===== src/rtl/rte_pkg.sv =====
package rte_pkg;

    typedef enum logic [1:0] {
        GEN_BASE   = 2'd0,
        GEN_SECOND = 2'd1,
        GEN_THIRD  = 2'd2,
        GEN_FIFTH  = 2'd3
    } gen_e;

    typedef enum logic [1:0] {
        RES_NONE   = 2'd0,
        RES_DONE   = 2'd1,
        RES_REREAD = 2'd2,
        RES_ERROR  = 2'd3
    } res_e;

    // widest extra discard is 84 bytes
    localparam int EXTRA_W = 7;

endpackage


===== src/rtl/rte_fmt_table.sv =====
module rte_fmt_table
    import rte_pkg::*;
#(
    parameter bit ALLOW_MMU_FRAME = 1'b1
) (
    input  gen_e               gen_i,
    input  logic               mmu_var_i,
    input  logic [3:0]         format_i,
    output logic               legal_o,
    output logic               throwaway_o,
    output logic [EXTRA_W-1:0] extra_o
);

    logic mmu_ok;

    generate
        if (ALLOW_MMU_FRAME) begin : g_mmu
            assign mmu_ok = mmu_var_i;
        end else begin : g_no_mmu
            assign mmu_ok = 1'b0;
        end
    endgenerate

    logic               ok;
    logic [EXTRA_W-1:0] bytes;

    always_comb begin
        ok          = 1'b0;
        bytes       = '0;
        throwaway_o = 1'b0;
        case (format_i)
            4'h0: ok = 1'b1;
            4'h1: begin
                ok          = (gen_i == GEN_THIRD) || (gen_i == GEN_FIFTH);
                throwaway_o = ok;
            end
            4'h2: begin
                ok    = (gen_i == GEN_THIRD) || (gen_i == GEN_FIFTH);
                bytes = EXTRA_W'(4);
            end
            4'h3: begin
                ok    = (gen_i == GEN_FIFTH);
                bytes = EXTRA_W'(4);
            end
            4'h4: begin
                ok    = (gen_i == GEN_FIFTH);
                bytes = EXTRA_W'(8);
            end
            4'h7: begin
                ok    = (gen_i == GEN_FIFTH);
                bytes = EXTRA_W'(52);
            end
            4'h8: begin
                ok    = (gen_i == GEN_SECOND);
                bytes = EXTRA_W'(50);
            end
            4'h9: begin
                ok    = (gen_i == GEN_THIRD);
                bytes = EXTRA_W'(12);
            end
            4'hB: begin
                ok    = (gen_i == GEN_THIRD) && mmu_ok;
                bytes = EXTRA_W'(84);
            end
            default: ok = 1'b0;
        endcase
        legal_o = ok;
        extra_o = ok ? bytes : '0;
    end

endmodule


===== src/rtl/rte_delta_calc.sv =====
module rte_delta_calc
    import rte_pkg::*;
#(
    parameter int OFF_W = 8
) (
    input  res_e               kind_i,
    input  logic [OFF_W-1:0]   base_i,
    input  logic [EXTRA_W-1:0] extra_i,
    output logic [OFF_W:0]     delta_o
);

    localparam int DW = OFF_W + 1;

    always_comb begin
        case (kind_i)
            RES_DONE:   delta_o = DW'(base_i) + DW'(extra_i);
            RES_REREAD: delta_o = DW'(base_i);
            default:    delta_o = '0;
        endcase
    end

endmodule


===== src/rtl/rte_frame_decoder.sv =====
module rte_frame_decoder
    import rte_pkg::*;
#(
    parameter int OFF_W           = 8,
    parameter int SR_W            = 16,
    parameter int ERR_VECTOR      = 14,
    parameter bit ALLOW_MMU_FRAME = 1'b1
) (
    input  logic             clk,
    input  logic             rst_n,
    input  logic             start_i,
    input  logic [3:0]       format_i,
    input  logic [OFF_W-1:0] base_off_i,
    input  logic [1:0]       gen_i,
    input  logic             mmu_var_i,
    input  logic [SR_W-1:0]  sr_i,
    output logic             done_o,
    output logic             reread_o,
    output logic             fmt_err_o,
    output logic [7:0]       err_vec_o,
    output logic [OFF_W:0]   sp_delta_o,
    output logic             sr_we_o,
    output logic [SR_W-1:0]  sr_o
);

    typedef struct packed {
        res_e             kind;
        logic [OFF_W:0]   delta;
        logic [SR_W-1:0]  sr;
    } state_t;

    state_t st_d, st_q;

    gen_e               gen;
    logic               legal;
    logic               throwaway;
    logic [EXTRA_W-1:0] extra;
    res_e               kind_d;
    logic [OFF_W:0]     delta_d;

    assign gen = gen_e'(gen_i);

    rte_fmt_table #(
        .ALLOW_MMU_FRAME (ALLOW_MMU_FRAME)
    ) u_table (
        .gen_i       (gen),
        .mmu_var_i   (mmu_var_i),
        .format_i    (format_i),
        .legal_o     (legal),
        .throwaway_o (throwaway),
        .extra_o     (extra)
    );

    always_comb begin
        kind_d = RES_NONE;
        if (start_i) begin
            if (gen == GEN_BASE)  kind_d = RES_DONE;
            else if (!legal)      kind_d = RES_ERROR;
            else if (throwaway)   kind_d = RES_REREAD;
            else                  kind_d = RES_DONE;
        end
    end

    rte_delta_calc #(
        .OFF_W (OFF_W)
    ) u_delta (
        .kind_i  (kind_d),
        .base_i  (base_off_i),
        .extra_i ((gen == GEN_BASE) ? '0 : extra),
        .delta_o (delta_d)
    );

    always_comb begin
        st_d       = st_q;
        st_d.kind  = kind_d;
        st_d.delta = delta_d;
        if (start_i) begin
            st_d.sr = sr_i;
        end
    end

    always_ff @(posedge clk) begin
        if (!rst_n) begin
            st_q <= '{kind: RES_NONE, delta: '0, sr: '0};
        end else begin
            st_q <= st_d;
        end
    end

    assign done_o     = (st_q.kind == RES_DONE);
    assign reread_o   = (st_q.kind == RES_REREAD);
    assign fmt_err_o  = (st_q.kind == RES_ERROR);
    assign err_vec_o  = fmt_err_o ? 8'(ERR_VECTOR) : 8'd0;
    assign sp_delta_o = st_q.delta;
    assign sr_we_o    = done_o;
    assign sr_o       = st_q.sr;

endmodule


===== config.mk =====
export PLATFORM = sky130hd
export DESIGN_NAME = rte_frame_decoder
export DESIGN_NICKNAME = d
export VERILOG_FILES = /design/src/rtl/rte_pkg.sv /design/src/rtl/rte_fmt_table.sv /design/src/rtl/rte_delta_calc.sv /design/src/rtl/rte_frame_decoder.sv
export SDC_FILE = /design/constraint.sdc
export NUM_CORES = 1
export LEC_CHECK = 0
export BUFFER_PORTS_ARGS = -buffer_cell sky130_fd_sc_hd__buf_2
export CORE_ASPECT_RATIO = 0.75
export CORE_UTILIZATION = 40
export DETAILED_ROUTE_END_ITERATION = 8
export HOLD_SLACK_MARGIN = 0.02
export PLACE_DENSITY_LB_ADDON = 0.2
export SLEW_MARGIN = 20
export SYNTH_ARGS = -nofsm -noshare
export SYNTH_HDL_FRONTEND = slang
export SYNTH_HIERARCHICAL = 1
export SYNTH_SLANG_ARGS = --single-unit
export TNS_END_PERCENT = 1

===== constraint.sdc =====
create_clock -name clk -period 3.2 [get_ports clk]
set_input_delay 0.48 -clock clk [delete_from_list [all_inputs] [get_ports clk]]
set_output_delay 0.48 -clock clk [all_outputs]
set_load 0.005 [all_outputs]

==> results_dict.tcl <==
set metrics [dict create \
    outcome "finished, final reports clean" \
    antenna_cells 0 \
    drt-total-wl_mm 3.502 \
    critPathLaunchType "primary input" \
    coreArea_mm2 0.004572 \
    synthToLayoutAreaGrowth_pct 7.797 \
    p_leak_nw 1.039 \
    worstMarginPinSlew_ps 530.4 \
    critPathMaxStageDelay_ps 350 \
    die_h_um 62.34 \
    pin_count 71 \
    p_per_area_mw_per_mm2 344.4 \
    cts.sinks 27 \
    finalCritPeriodShare 0.8887 \
    grt_use_total 0.1378 \
    path_class "in2reg" \
    postCtsResizedCells 0 \
    antenna_found_initial 0 \
    cts_made_buffers 3 \
    nets 298 \
    h-tree-depth 1 \
    cp_data_required_time_ps 3370 \
    die_area_mm2 0.005140 \
    via_per_inst 4.587 \
    path_clk_slew_ps 90 \
    drt_iter0_drc 56 \
    synth_area_mm2 0.001942 \
    ys_warn_count 6 \
    hpwl_mm 2.852 \
    grt_start_max_net_pins 27 \
    seqCellArea_um2 540.5 \
    crit_chain "buf_2 -> a21boi_2 -> nor3_1 -> or3_1 -> a311o_1 -> and2_1 -> ha_1 -> a21oi_2 -> o21ai_0 -> a21oi_1 -> nor3b_1 -> a221o_1 -> and2_1" \
    ant_nets 0 \
    die_w_um 82.46 \
    final_area_mm2 0.002093 \
    gp_congestion 0.8298 \
    routedWlPerCell_um 11.30 \
    synth_cell_types 44 \
    slew_violations 0 \
    place_area_mm2 0.002044 \
    layout-drive-gt1-share 0.3241 \
    setup_slack_ps 356.0 \
    post-place-ws_ps 71.96 \
    final_common_cell "buf_2" \
    fmax_ghz 0.3516 \
    grt_overflow 0 \
    path_max_fanout 10 \
    vias 1422 \
    finalSetupViolCount 0 \
    ir_drop_v 0.0001685 \
    multiInputGateArea_mm2 0.001066 \
    tritoncts "yes" \
    crit_top_cell "and2_1" \
    finClkSkew_ps 0 \
    synth_area_per_cell_um2 8.787 \
    grt_pass1_vias 1200 \
    relSlewSlack 0.6418 \
    rsz0062_at_grt "false" \
    synth-seq-area-share 0.2784 \
    postCtsSetupBuffers 0 \
    cap_violations 0 \
    cts_root_buf "clkbuf_8" \
    arrival_ps 3020 \
    io_buffers 65 \
    grt_pass1_wl_mm 5.485 \
    rows 21 \
    cts_hold_buf 0 \
    final_cell_mix "buf_2, dfxtp_1, nor2b_1, and2_1, mux2i_1" \
    clockBufferDepth 2 \
    start_util 0.4247 \
    drc_errors 0 \
    min_path_type "in2reg" \
    cp_slowest_cell "a311o_1" \
    synth_cells 221 \
    finalHoldViolations 0 \
    first_pass_iters 4 \
    fill_cells 471 \
    synth_seq_cells 27 \
    insertion_delay_ps 270 \
    period_minus_slack_ps 2844 \
    cp-end-kind "flop" \
    fin_setup_tns_ps 0 \
]
## sequential cells by signal, indices dropped and copies added, names as in the netlist
register and cells:
st_q 2, sp_delta_o 9, sr_o 16
## stage by stage
step           total power, mW  utilization  instances  hold WS, ps
6_report                0.7208       0.4579        310        466.6
5_1_grt                 0.7660       0.4579        310        455.5
4_1_cts                 0.7301       0.4579        310        463.8
3_5_place_dp            0.5368       0.4472        306        501.1
3_3_place_gp            0.5351       0.4472        306        490.7
2_1_floorplan           0.5074            -        225        483.9
## power by group
| group | total, mW | switching (mW) | internal [mW] |
|---|---|---|---|
| logic | 0.167 | 0.0851 | 0.0822 |
| registers | 0.361 | 0.00682 | 0.354 |
| clock network | 0.193 | 0.104 | 0.0882 |
## cell families (layout without fill, tap and decap cells)
logic type	after synthesis	count (layout)	synth area share
buffers and inverters	49	77	0.1804
flip-flops	27	27	0.2784
XOR/XNOR	6	6	0.03093
adder cells (fa/ha/maj)	10	10	0.06830
multiplexers	16	16	0.08247
AND/OR/NAND/NOR	80	80	0.2345
other	2	6	0.003867
AO/OA/AOI/OAI	31	31	0.1211
## Yosys cell counts (all sizes together)
cell type,count,area (µm²)
inv,5,18.76
or2,1,6.260
a211oi,2,25.02
a21boi,1,11.26
nor2,11,41.29
xnor2,4,42.55
o21bai,1,7.510
nor2b,25,156.4
o22ai,1,6.260
fa,1,20.02
nand2b,3,18.77
mux2i,16,160.2
nand2,9,33.78
a311o,1,10.01
or3,1,6.260
a31oi,2,12.51
dfxtp,27,540.5
and4,1,8.760
and2,18,112.6
or3b,1,8.760
ha,9,112.6
xor2,2,17.52
a22o,4,35.03
a21oi,10,61.31
nor3,8,50.05
o41ai,1,8.760
a22oi,4,30.03
o21ai,2,10.00
clkbuf,4,16.26
nand3,1,5.000
nor3b,1,7.510
buf,40,315.3
o21a,1,7.510
a221o,1,10.01
conb,2,7.510
## per-layer routing
layer | GRT usage | wire length, µm
met1 | 0.1937 | 1756
met2 | 0.2097 | 1508
met3 | 0.02794 | 202
met4 | 0.03947 | 34
met5 | 0 | 0
## cell type report
cell class | count | share of cell area
Sequential cell | 27 | 0.2582
Clock inverter | 1 | 0.003586
Tap cell | 57 | 0.03407
Inverter | 5 | 0.008966
Clock buffer | 3 | 0.01973
Timing Repair Buffer | 68 | 0.1662
Multi-Input combinational cell | 149 | 0.5093
## final timing paths
kind	slack, ps	start	cells past startpoint	to
max	360	format_i[1]	13	sp_delta_o[7]
min	470	sr_i[14]	3	sr_o[14]
max reg2reg	2570	sr_o[15]	2	sr_o[15]
min reg2reg	520	sr_o[8]	2	sr_o[8]
## worst max-delay path: cells and delay by family
family | cells | cell delay (ps)
compound gates | 6 | 1260
simple gates | 5 | 760
fa+ha+maj | 1 | 320
buf+inv | 1 | 200
(Power assumes the default switching activity.)
